<file path="config.mk">
export PLATFORM = sky130hd
export DESIGN_NAME = spi_regif
export DESIGN_NICKNAME = d
export VERILOG_FILES = /design/src/rtl/spi_regif_pkg.sv /design/src/rtl/spi_regif_fifo.sv /design/src/rtl/spi_regif_dec.sv /design/src/rtl/spi_regif_irq.sv /design/src/rtl/spi_regif.sv
export SDC_FILE = /design/constraint.sdc
export NUM_CORES = 1
export LEC_CHECK = 0
export BUFFER_PORTS_ARGS = -buffer_cell sky130_fd_sc_hd__buf_2
export CORE_MARGIN = 3
export CORE_UTILIZATION = 50
export CTS_CLUSTER_DIAMETER = 80
export CTS_CLUSTER_SIZE = 40
export DETAILED_ROUTE_END_ITERATION = 12
export PLACE_DENSITY_LB_ADDON = 0.3
export SETUP_SLACK_MARGIN = 0.3
export SLEW_MARGIN = 20
export SYNTH_ARGS = -nofsm -noshare
export SYNTH_HDL_FRONTEND = slang
export SYNTH_SLANG_ARGS = --single-unit
export TNS_END_PERCENT = 5
</file>
<file path="constraint.sdc">
create_clock -name clk_i -period 4.9 [get_ports clk_i]
set_input_delay 1.47 -clock clk_i [delete_from_list [all_inputs] [get_ports clk_i]]
set_output_delay 1.47 -clock clk_i [all_outputs]
set_load 0.03 [all_outputs]
</file>
<file path="src/rtl/spi_regif_pkg.sv">
`timescale 1ns/1ps
package spi_regif_pkg;
  localparam logic [7:0] A_CTRL0   = 8'h00;
  localparam logic [7:0] A_CTRL1   = 8'h04;
  localparam logic [7:0] A_EN      = 8'h08;
  localparam logic [7:0] A_SS      = 8'h10;
  localparam logic [7:0] A_BAUD    = 8'h14;
  localparam logic [7:0] A_TXTHR   = 8'h18;
  localparam logic [7:0] A_RXTHR   = 8'h1C;
  localparam logic [7:0] A_TXLVL   = 8'h20;
  localparam logic [7:0] A_RXLVL   = 8'h24;
  localparam logic [7:0] A_STAT    = 8'h28;
  localparam logic [7:0] A_MASK    = 8'h2C;
  localparam logic [7:0] A_MSTAT   = 8'h30;
  localparam logic [7:0] A_RAW     = 8'h34;
  localparam logic [7:0] A_CLR_TXO = 8'h38;
  localparam logic [7:0] A_CLR_RXO = 8'h3C;
  localparam logic [7:0] A_CLR_RXU = 8'h40;
  localparam logic [7:0] A_CLR_MST = 8'h44;
  localparam logic [7:0] A_CLR_ALL = 8'h48;
  localparam logic [7:0] A_ID      = 8'h58;
  localparam logic [7:0] A_VER     = 8'h5C;

  localparam int IRQ_N   = 6;
  localparam int IRQ_TXE = 0;
  localparam int IRQ_TXO = 1;
  localparam int IRQ_RXU = 2;
  localparam int IRQ_RXO = 3;
  localparam int IRQ_RXF = 4;
  localparam int IRQ_MST = 5;
  // level-type sources; the rest are sticky events
  localparam logic [IRQ_N-1:0] IRQ_LEVEL = 6'b01_0001;

  localparam logic [31:0] VERSION_WORD = 32'h3230_312A;

  typedef enum logic [4:0] {
    S_NONE, S_DATA, S_CTRL0, S_CTRL1, S_EN, S_SS, S_BAUD, S_TXTHR, S_RXTHR,
    S_TXLVL, S_RXLVL, S_STAT, S_MASK, S_MSTAT, S_RAW, S_CLR_TXO, S_CLR_RXO,
    S_CLR_RXU, S_CLR_MST, S_CLR_ALL, S_ID, S_VER
  } sel_e;
endpackage

</file>
<file path="src/rtl/spi_regif_fifo.sv">
`timescale 1ns/1ps
module spi_regif_fifo #(
  parameter int W     = 16,
  parameter int DEPTH = 8,
  localparam int PW   = $clog2(DEPTH),
  localparam int LW   = $clog2(DEPTH + 1)
) (
  input  logic          clk_i,
  input  logic          rst_ni,
  input  logic          flush_i,
  input  logic          push_i,
  input  logic [W-1:0]  data_i,
  input  logic          pop_i,
  output logic [W-1:0]  data_o,
  output logic [LW-1:0] level_o,
  output logic          full_o,
  output logic          empty_o
);
  logic [W-1:0]  mem [DEPTH];
  logic [PW-1:0] wr_ptr_q, rd_ptr_q;
  logic [LW-1:0] cnt_q;
  logic          do_push, do_pop;

  assign full_o  = (cnt_q == LW'(DEPTH));
  assign empty_o = (cnt_q == '0);
  assign do_push = push_i && !full_o && !flush_i;
  assign do_pop  = pop_i && !empty_o && !flush_i;
  assign data_o  = mem[rd_ptr_q];
  assign level_o = cnt_q;

  function automatic logic [PW-1:0] nxt(input logic [PW-1:0] p);
    return (p == PW'(DEPTH - 1)) ? '0 : p + 1'b1;
  endfunction

  always_ff @(posedge clk_i) begin
    if (do_push) mem[wr_ptr_q] <= data_i;
  end

  always_ff @(posedge clk_i or negedge rst_ni) begin
    if (!rst_ni) begin
      wr_ptr_q <= '0;
      rd_ptr_q <= '0;
      cnt_q    <= '0;
    end else if (flush_i) begin
      wr_ptr_q <= '0;
      rd_ptr_q <= '0;
      cnt_q    <= '0;
    end else begin
      if (do_push) wr_ptr_q <= nxt(wr_ptr_q);
      if (do_pop)  rd_ptr_q <= nxt(rd_ptr_q);
      case ({do_push, do_pop})
        2'b10:   cnt_q <= cnt_q + 1'b1;
        2'b01:   cnt_q <= cnt_q - 1'b1;
        default: ;
      endcase
    end
  end
endmodule

</file>
<file path="src/rtl/spi_regif_dec.sv">
`timescale 1ns/1ps
module spi_regif_dec
  import spi_regif_pkg::*;
#(
  parameter int             AW         = 8,
  parameter logic [AW-1:0]  DATA_BASE  = AW'(8'h60),
  parameter int             DATA_WORDS = 16,
  localparam int            BASE_W     = int'(DATA_BASE) >> 2
) (
  input  logic [AW-1:0] addr_i,
  input  logic          en_i,
  output sel_e          sel_o
);
  logic in_win;
  assign in_win = (int'(addr_i[AW-1:2]) >= BASE_W) &&
                  (int'(addr_i[AW-1:2]) < BASE_W + DATA_WORDS);

  always_comb begin
    sel_o = S_NONE;
    if (in_win) begin
      sel_o = S_DATA;
    end else begin
      case (addr_i)
        AW'(A_CTRL0):   sel_o = en_i ? S_DATA : S_CTRL0;  // shared slot
        AW'(A_CTRL1):   sel_o = S_CTRL1;
        AW'(A_EN):      sel_o = S_EN;
        AW'(A_SS):      sel_o = S_SS;
        AW'(A_BAUD):    sel_o = S_BAUD;
        AW'(A_TXTHR):   sel_o = S_TXTHR;
        AW'(A_RXTHR):   sel_o = S_RXTHR;
        AW'(A_TXLVL):   sel_o = S_TXLVL;
        AW'(A_RXLVL):   sel_o = S_RXLVL;
        AW'(A_STAT):    sel_o = S_STAT;
        AW'(A_MASK):    sel_o = S_MASK;
        AW'(A_MSTAT):   sel_o = S_MSTAT;
        AW'(A_RAW):     sel_o = S_RAW;
        AW'(A_CLR_TXO): sel_o = S_CLR_TXO;
        AW'(A_CLR_RXO): sel_o = S_CLR_RXO;
        AW'(A_CLR_RXU): sel_o = S_CLR_RXU;
        AW'(A_CLR_MST): sel_o = S_CLR_MST;
        AW'(A_CLR_ALL): sel_o = S_CLR_ALL;
        AW'(A_ID):      sel_o = S_ID;
        AW'(A_VER):     sel_o = S_VER;
        default:        sel_o = S_NONE;
      endcase
    end
  end
endmodule

</file>
<file path="src/rtl/spi_regif_irq.sv">
`timescale 1ns/1ps
module spi_regif_irq
  import spi_regif_pkg::*;
#(
  parameter int             N     = IRQ_N,
  parameter logic [N-1:0]   LEVEL = IRQ_LEVEL
) (
  input  logic         clk_i,
  input  logic         rst_ni,
  input  logic [N-1:0] src_i,   // level value or set pulse
  input  logic [N-1:0] clr_i,
  input  logic [N-1:0] mask_i,
  output logic [N-1:0] raw_o,
  output logic [N-1:0] masked_o,
  output logic         irq_o
);
  for (genvar i = 0; i < N; i++) begin : g_src
    if (LEVEL[i]) begin : g_lvl
      logic unused_clr;
      assign unused_clr = clr_i[i];
      assign raw_o[i]   = src_i[i];
    end else begin : g_stk
      logic st_q;
      always_ff @(posedge clk_i or negedge rst_ni) begin
        if (!rst_ni)       st_q <= 1'b0;
        else if (src_i[i]) st_q <= 1'b1;   // set wins
        else if (clr_i[i]) st_q <= 1'b0;
      end
      assign raw_o[i] = st_q;
    end
  end

  assign masked_o = raw_o & mask_i;
  assign irq_o    = |masked_o;
endmodule

</file>
<file path="src/rtl/spi_regif.sv">
`timescale 1ns/1ps
module spi_regif
  import spi_regif_pkg::*;
#(
  parameter int            AW         = 8,
  parameter int            DW         = 16,
  parameter int            DEPTH      = 8,
  parameter int            NSS        = 4,
  parameter logic [AW-1:0] DATA_BASE  = AW'(8'h60),
  parameter int            DATA_WORDS = 16,
  parameter logic [31:0]   ID_CODE    = 32'h0000_51C0
) (
  input  logic           clk_i,
  input  logic           rst_ni,
  input  logic           psel_i,
  input  logic           penable_i,
  input  logic           pwrite_i,
  input  logic [AW-1:0]  paddr_i,
  input  logic [31:0]    pwdata_i,
  output logic [31:0]    prdata_o,
  input  logic           busy_i,
  input  logic           tx_pop_i,
  output logic [DW-1:0]  tx_data_o,
  output logic           tx_avail_o,
  input  logic           rx_push_i,
  input  logic [DW-1:0]  rx_data_i,
  input  logic           mm_fault_i,
  output logic           enable_o,
  output logic [DW-1:0]  ctrl0_o,
  output logic [DW-1:0]  ctrl1_o,
  output logic [DW-1:0]  baud_o,
  output logic [NSS-1:0] ss_en_o,
  output logic           irq_o
);
  localparam int LW = $clog2(DEPTH + 1);

  logic           en_q;
  logic [DW-1:0]  ctrl0_q, ctrl1_q, baud_q;
  logic [NSS-1:0] ss_q;
  logic [LW-1:0]  tx_thr_q, rx_thr_q;
  logic [IRQ_N-1:0] mask_q;

  sel_e sel;
  logic wr, rd, flush;
  logic tx_push, tx_pop, rx_push, rx_pop, rx_rd;
  logic [DW-1:0] tx_head, rx_head;
  logic [LW-1:0] tx_lvl, rx_lvl;
  logic tx_full, tx_empty, rx_full, rx_empty;
  logic [IRQ_N-1:0] irq_src, irq_clr, irq_raw, irq_masked;
  logic [31:0] rdata;

  logic unused_wdata;
  assign unused_wdata = ^pwdata_i[31:DW];

  spi_regif_dec #(.AW(AW), .DATA_BASE(DATA_BASE), .DATA_WORDS(DATA_WORDS)) u_dec (
    .addr_i(paddr_i), .en_i(en_q), .sel_o(sel)
  );

  assign wr    = psel_i && penable_i && pwrite_i;
  assign rd    = psel_i && penable_i && !pwrite_i;
  assign flush = !en_q;

  assign tx_push = wr && (sel == S_DATA) && en_q;
  assign rx_rd   = rd && (sel == S_DATA) && en_q;
  assign rx_pop  = rx_rd;
  assign tx_pop  = tx_pop_i && en_q;
  assign rx_push = rx_push_i && en_q;

  spi_regif_fifo #(.W(DW), .DEPTH(DEPTH)) u_txf (
    .clk_i, .rst_ni, .flush_i(flush),
    .push_i(tx_push), .data_i(pwdata_i[DW-1:0]),
    .pop_i(tx_pop), .data_o(tx_head),
    .level_o(tx_lvl), .full_o(tx_full), .empty_o(tx_empty)
  );

  spi_regif_fifo #(.W(DW), .DEPTH(DEPTH)) u_rxf (
    .clk_i, .rst_ni, .flush_i(flush),
    .push_i(rx_push), .data_i(rx_data_i),
    .pop_i(rx_pop), .data_o(rx_head),
    .level_o(rx_lvl), .full_o(rx_full), .empty_o(rx_empty)
  );

  // configuration registers with interlocks
  always_ff @(posedge clk_i or negedge rst_ni) begin
    if (!rst_ni) begin
      en_q     <= 1'b0;
      ctrl0_q  <= '0;
      ctrl1_q  <= '0;
      baud_q   <= '0;
      ss_q     <= '0;
      tx_thr_q <= '0;
      rx_thr_q <= '0;
      mask_q   <= '1;
    end else if (wr) begin
      case (sel)
        S_CTRL0: if (!en_q)   ctrl0_q  <= pwdata_i[DW-1:0];
        S_CTRL1: if (!en_q)   ctrl1_q  <= pwdata_i[DW-1:0];
        S_BAUD:  if (!en_q)   baud_q   <= pwdata_i[DW-1:0];
        S_SS:    if (!busy_i) ss_q     <= pwdata_i[NSS-1:0];
        S_EN:                 en_q     <= pwdata_i[0];
        S_TXTHR:              tx_thr_q <= pwdata_i[LW-1:0];
        S_RXTHR:              rx_thr_q <= pwdata_i[LW-1:0];
        S_MASK:               mask_q   <= pwdata_i[IRQ_N-1:0];
        default: ;
      endcase
    end
  end

  // interrupt sources
  always_comb begin
    irq_src          = '0;
    irq_src[IRQ_TXE] = en_q && (tx_lvl <= tx_thr_q);
    irq_src[IRQ_TXO] = tx_push && tx_full;
    irq_src[IRQ_RXU] = rx_rd && rx_empty;
    irq_src[IRQ_RXO] = rx_push && rx_full;
    irq_src[IRQ_RXF] = en_q && (rx_lvl > rx_thr_q);
    irq_src[IRQ_MST] = mm_fault_i;

    irq_clr          = '0;
    irq_clr[IRQ_TXO] = rd && (sel == S_CLR_TXO || sel == S_CLR_ALL);
    irq_clr[IRQ_RXO] = rd && (sel == S_CLR_RXO || sel == S_CLR_ALL);
    irq_clr[IRQ_RXU] = rd && (sel == S_CLR_RXU || sel == S_CLR_ALL);
    irq_clr[IRQ_MST] = rd && (sel == S_CLR_MST || sel == S_CLR_ALL);
  end

  spi_regif_irq u_irq (
    .clk_i, .rst_ni,
    .src_i(irq_src), .clr_i(irq_clr), .mask_i(mask_q),
    .raw_o(irq_raw), .masked_o(irq_masked), .irq_o(irq_o)
  );

  // read mux
  always_comb begin
    rdata = '0;
    case (sel)
      S_DATA:    if (en_q && !rx_empty) rdata[DW-1:0] = rx_head;
      S_CTRL0:   rdata[DW-1:0]    = ctrl0_q;
      S_CTRL1:   rdata[DW-1:0]    = ctrl1_q;
      S_EN:      rdata[0]         = en_q;
      S_SS:      rdata[NSS-1:0]   = ss_q;
      S_BAUD:    rdata[DW-1:0]    = baud_q;
      S_TXTHR:   rdata[LW-1:0]    = tx_thr_q;
      S_RXTHR:   rdata[LW-1:0]    = rx_thr_q;
      S_TXLVL:   rdata[LW-1:0]    = tx_lvl;
      S_RXLVL:   rdata[LW-1:0]    = rx_lvl;
      S_STAT:    rdata[4:0]       = {rx_full, !rx_empty, tx_empty, !tx_full, busy_i};
      S_MASK:    rdata[IRQ_N-1:0] = mask_q;
      S_MSTAT:   rdata[IRQ_N-1:0] = irq_masked;
      S_RAW:     rdata[IRQ_N-1:0] = irq_raw;
      S_CLR_TXO: rdata[0]         = irq_raw[IRQ_TXO];
      S_CLR_RXO: rdata[0]         = irq_raw[IRQ_RXO];
      S_CLR_RXU: rdata[0]         = irq_raw[IRQ_RXU];
      S_CLR_MST: rdata[0]         = irq_raw[IRQ_MST];
      S_CLR_ALL: rdata[0]         = |(irq_raw & ~IRQ_LEVEL);
      S_ID:      rdata            = ID_CODE;
      S_VER:     rdata            = VERSION_WORD;
      default:   rdata            = '0;
    endcase
  end

  assign prdata_o   = (psel_i && !pwrite_i) ? rdata : '0;
  assign tx_avail_o = en_q && !tx_empty;
  assign tx_data_o  = tx_avail_o ? tx_head : '0;
  assign enable_o   = en_q;
  assign ctrl0_o    = ctrl0_q;
  assign ctrl1_o    = ctrl1_q;
  assign baud_o     = baud_q;
  assign ss_en_o    = ss_q;
endmodule

</file>
Word level (Yosys, flattened, before mapping)
Memory sizes are Yosys's and may differ from the RTL's.
Cells that the tools add are included.
{ "word_totals": {"regBits": 91, "latchBits": 0, "ram_bits": 256, "rom_bits": 0, "elab_cells": 187, "output_inout_bits": 103, "mem_count": 2, "input_bits": 65} }
{ "memory_table": {"columns": ["memory", "depth", "word_bits", "read_ports", "rd_ports_with_merged_regs", "write_ports", "line", "source"], "rows": [
  ["u_rxf.mem", 8, 16, 1, 0, 1, "spi_regif_fifo.sv:19", "logic [W-1:0] mem [DEPTH];"],
  ["u_txf.mem", 8, 16, 1, 0, 1, "spi_regif_fifo.sv:19", null]
]} }
{ "classes": {"shifts": 0, "eq_ne": 56, "n_lt_le_gt_ge": 4, "bitwise": 3, "n_addsub": 8, "div": 0, "multipliers": 0, "muxes": 40, "reduce_logical": 56} }
{ "ops": {"columns": ["cell", "n"], "rows": [
  ["$pmux W5 S20", 1],
  ["$eq A8 B6 Y1 const B", 8],
  ["$pmux W10 S6", 1],
  ["$pmux W3 S14", 1],
  ["$eq A5 B4 Y1 const B", 8],
  ["$eq A8 B7 Y1 const B", 5],
  ["$mux W3", 12],
  ["$eq A8 B5 Y1 const B", 4],
  ["$mux W16", 2],
  ["$mux W32", 1],
  ["$eq A5 B5 Y1 const B", 6],
  ["$logic_and A1 B1 Y1", 30],
  ["$eq A5 B3 Y1 const B", 4],
  ["$pmux W1 S19", 1],
  ["$pmux W1 S8", 2],
  ["$pmux W4 S2", 2],
  ["$mux W14", 1],
  ["$add A3 B1 Y3 const B", 4],
  ["$eq A3 B3 Y1 const B", 4],
  ["$mux W1", 12],
  ["$reduce_and A3 Y1", 4],
  ["$eq A5 B2 Y1 const B", 2],
  ["$add A4 B1 Y4 const B", 2],
  ["$eq A4 B4 Y1 const B", 2],
  ["other kinds (25)", 48]
]} }

Logic depth before layout (Yosys ltp)
{ "depth": {"word_depth": 11, "ltp_mapped": 14, "depth_no_buf": 13} }

By module
A second synthesis with hierarchy kept.
{ "unflattened": {"hier_cells": 1033, "hier_area_um2": 15884.0} }
{ "by_module_without_submodules": {"columns": ["module", "seq_area_each_um2", "area_per_inst_um2", "instances", "cells_per_inst"], "rows": [
  ["spi_regif_fifo (u_txf)", 4093.9, 5557.8, 1, 269],
  ["spi_regif_fifo (u_rxf)", 4093.9, 5522.8, 1, 267],
  ["spi_regif", 1684.1, 4280.4, 1, 426],
  ["spi_regif_dec", 0.0, 266.5, 1, 44],
  ["spi_regif_irq", 100.1, 256.5, 1, 27]
]} }

Worst setup path after synthesis
OpenSTA, ideal clock, no wires.
{ "synth_timing": {"kind": "input-to-output", "start": "input port paddr_i[7]", "end": "output port prdata_o[3]", "slack_ns": -0.299, "arrival_time_ns": 3.729, "n_path_buf": 2, "required_ns": 3.430, "cell_stages": 9, "cell_sequence": "buf_2 or3_4 a2111oi_2 or3_4 a2bb2oi_4 nand4_2 buf_2 or2_0 a31oi_1"} }
{ "synth_via": {"elab_chain_cells": 6, "elab_cells_between_ends": 41, "cone_classes": "order compare: 2; eq/ne: 33; mux: 4; reduce/logical: 2"} }
{ "synth_rtl": {"columns": ["item", "line", "source"], "rows": [
  ["start, declared", "spi_regif.sv:18", "input logic [AW-1:0] paddr_i,"],
  ["$eq A8 B7 Y1 (tied with other cells)", "spi_regif_dec.sv:23", "case (addr_i)"],
  ["$pmux W5 S20 / $logic_and A1 B1 Y1 (equally long branches)", "spi_regif_dec.sv:23, spi_regif_dec.sv:15", null],
  ["$mux W5 *", "spi_regif_dec.sv:20", "if (in_win) begin"],
  ["$eq A5 B5 Y1 (tied with other cells)", "spi_regif.sv:135", "case (sel)"],
  ["$pmux W3 S14 *", "spi_regif.sv:135", null],
  ["$mux W32 *", "spi_regif.sv:161", "assign prdata_o = (psel_i && !pwrite_i) ? rdata : '0;"],
  ["end, declared", "spi_regif.sv:20", "output logic [31:0] prdata_o,"]
]} }
Every way passes the cells marked *; elsewhere a longest branch is shown, timed or not.

Worst setup path in the final report
{ "layout_timing": {"start": "input port paddr_i[3]", "end": "output port prdata_o[1]"} }
The elaborated chain is that of the path after synthesis.

==> impl_metrics.toml <==
[layout]
fin_nets = 1337
final_util_pct = 61.1
nFillCells = 2296
syn_to_final_growth_pct = 19.8
drive_above_1_share_pct = 39.5

[pwr]
vdd_drop_max_mv = 0.292
power.leakage_nw = 6.90
power.density_mw_per_mm2 = 268
p_total_mw = 5.02

[worst_hold_path]
min_path_type = "register to register"

[status]
failed_checks = "negative setup slack"
status = "finished with violations"

[clock_network]
cts_tree = "built"
cts_root_buf = "clkbuf_16"
clock-sinks = 347
insertion_delay_ns = 0.53
htreeDepth = 1
clkTransAtPathRegs_ns = 0.13
clockBufferDepth = 3
cts-buffers-inserted = 15

[worst_setup_path]
required_ns = 3.43
start_kind = "primary input"
critPathCaptureType = "output pin"
critPathArrivalTime_ns = 3.67
crit_type = "primary input to output pin"
worstPathMaxFanout = 7

[synthesis]
yosys.area_share.simple_pct = 8.52
synth_top_area_share_pct = 49.2
ys_async_sr_fraction_pct = 26.2
synth_area_leader_cell = "edfxtp_1"
avgSynthCellArea_um2 = 15.3
synth.most_common_cell = "edfxtp_1"
synth_top_family_by_area = "multiplexers"
synthXorXnorAreaFrac_pct = 0.504
synth_mux_area_share_pct = 16.6
yosysSeqAreaShare_pct = 63.8
synthTopCellsByArea = "edfxtp_1, dfrtp_1, mux4_2, mux2_2, mux2i_1"
synth_cell_types = 74
syn_inst = 1022
ys_ff_latch = 347
synth-adder-area-share_pct = 1.60
synth-edff-count = 256
synth_compound_area_share_pct = 6.40
synth_area_mm2 = 0.0156
synthFlopType = "edfxtp_1"
synthTopCellsByCount = "edfxtp_1, dfrtp_1, mux2_2, mux4_2, nand2_1"
yosys_warnings = 0

[floorplan]
row_count = 64
core_mm2 = 0.0307
start_util_pct = 51.0
die_w_um = 183
dieArea_mm2 = 0.0334
io_pins = 168
die_height_um = 183

[place]
gp_congestion = 0.944
dpl.hpwl_um = 26000
io_buffers = 140
place_ws_ns = -0.358

[timing]
period_needed_ns = 5.14
hold_ws_ns = 0.537
tightest_slew_ns = 1.09
drv_slew = 0
max_freq_mhz = 194
fin_skew_ns = 0.0550
slew_headroom_pct = 27.0
fin_ws_ns = -0.242
final.period_utilization_pct = 105
fin_tns_setup_ns = -3.28
rsz0062_at_grt = "true"
finalHoldViolCount = 0
finalSetupViolCount = 16

[drt]
drc_errors = 0
drtPass1Iterations = 8
wl_per_cell_um = 22.9
route.detailed.vias_per_inst = 5.91
antenna_left = 0
drt_iter0_markers = 842
vias = 9798
wirelength_um = 38000

[grt]
grt_pass1_vias = 10000
grt.total_usage_pct = 22.4
grt_pass1_wl_um = 58400
grt.overflow.total = 0
grt_max_degree = 65
antenna_found_initial = 3

[job]
max_cap_violations = 0
==> metal layers <==
metal  vias to the layer above  global-route usage (%)  wire length (um)
met5                         -                       0                27
met4                         4                    6.14              1090
met3                        65                    2.84              1840
met2                       291                    38.8             19200
met1                      5030                    30.4             15800
li1                       4408                       -                 -
==> worst max-delay path, stage by stage <==
cell and delay (ns):
buf_6 0.10, or3_4 0.39, a2111oi_4 0.31, or3_4 0.21, a2bb2oi_4 0.22, nand4_4 0.22
buf_4 0.21, or2_4 0.23, a31oi_4 0.15, buf_6 0.16
==> logic make-up (layout without fill, tap and decap cells) <==
kind of cell,count (synthesis),in the layout
mux,171,171
buf+inv,83,311
simple gates,255,256
compound gates,136,136
flops,347,347
fa+ha+maj,20,20
other cells,1,12
xor+xnor,9,9
==> registers in the layout (all words and copies together), names as in the netlist, 4 cells and up <==
register	cells
ctrl1_o	16
u_rxf.mem	128
ss_en_o	4
mask_q	6
u_txf.level_o	4
u_rxf.level_o	4
baud_o	16
rx_thr_q	4
ctrl0_o	16
u_irq.g_src.g_stk.st_q	4
u_txf.mem	128
tx_thr_q	4
==> worst paths after layout <==
check	startpoint	endpoint	slack, ns	cells past startpoint
worst max-delay path	paddr_i[3]	prdata_o[1]	-0.24	10
worst min-delay path	baud_o[14]	baud_o[14]	0.54	1
worst max register to register	u_txf.level_o[1]	u_txf.level_o[2]	1.47	12
worst min register to register	baud_o[14]	baud_o[14]	0.54	1
max in group asynchronous	rst_ni	ctrl1_o[9]	2.93	2
min in group asynchronous	rst_ni	baud_o[3]	1.05	1
==> cell type report <==
type	instances	area, um2	area share, %
Timing Repair Buffer	270	1950	10.4
Sequential cell	347	9980	53.3
Inverter	15	56.3	0.301
Multi-Input combinational cell	603	5740	30.6
Clock buffer	17	383	2.04
Clock inverter	9	129	0.688
Tap cell	396	495	2.65
Antenna cell	1	2.50	0.0134
==> cell usage in the layout, fill, tap and decap left out, types with 4 or more instances in the layout <==
master | synthesis | layout
a21oi_1 | 14 | 12
a221oi_1 | 7 | 6
a22oi_1 | 20 | 19
a31oi_1 | 17 | 4
a31oi_4 | 0 | 13
and2_1 | 8 | 8
and3_1 | 8 | 8
buf_12 | 0 | 6
buf_2 | 17 | 120
buf_4 | 16 | 115
buf_6 | 0 | 25
clkbuf_16 | 0 | 15
conb_1 | 1 | 11
dfrtp_1 | 85 | 82
dfstp_2 | 6 | 6
edfxtp_1 | 256 | 256
ha_1 | 20 | 20
inv_1 | 15 | 15
mux2_1 | 4 | 4
mux2_2 | 64 | 64
mux2i_1 | 39 | 39
mux4_2 | 64 | 64
nand2_1 | 62 | 61
nand2b_1 | 16 | 16
nand3_1 | 20 | 19
nand4_1 | 8 | 8
nor2_1 | 60 | 55
nor2_4 | 0 | 4
nor2b_1 | 11 | 11
nor3_1 | 19 | 15
nor3_2 | 2 | 6
nor3b_2 | 0 | 4
o2111ai_1 | 4 | 4
o21a_1 | 5 | 5
o21ai_0 | 25 | 24
or2_1 | 1 | 4
or2_2 | 7 | 4
or2_4 | 0 | 7
xnor2_1 | 7 | 7
==> stage by stage <==
step / cell area, um2 / instances
2_1_floorplan: 16000 / 1032
5_1_grt: 18700 / 1657
4_1_cts: 18600 / 1652
6_report: 18700 / 1658
3_3_place_gp: 17800 / 1617
3_5_place_dp: 17800 / 1617
==> report_power, final <==
group | leakage (nW) | switching (mW) | internal, mW
Combinational | 3.12 | 0.173 | 0.0977
Sequential | 3.54 | 0.00859 | 3.17
Clock | 0.246 | 0.947 | 0.624
Total | 6.90 | 1.13 | 3.89
==> what timing repair did <==
| item | CTS | global route |
|---|---|---|
| endpoints found under the setup margin | 21 | 21 |
| pin swaps | 19 | 9 |
| gates cloned | 3 | 0 |
| hold buffers | 0 | 0 |
| setup buffers | 6 | 5 |
| gates resized for setup | 59 | 10 |
Note: power is estimated with default switching activity, not from simulation.
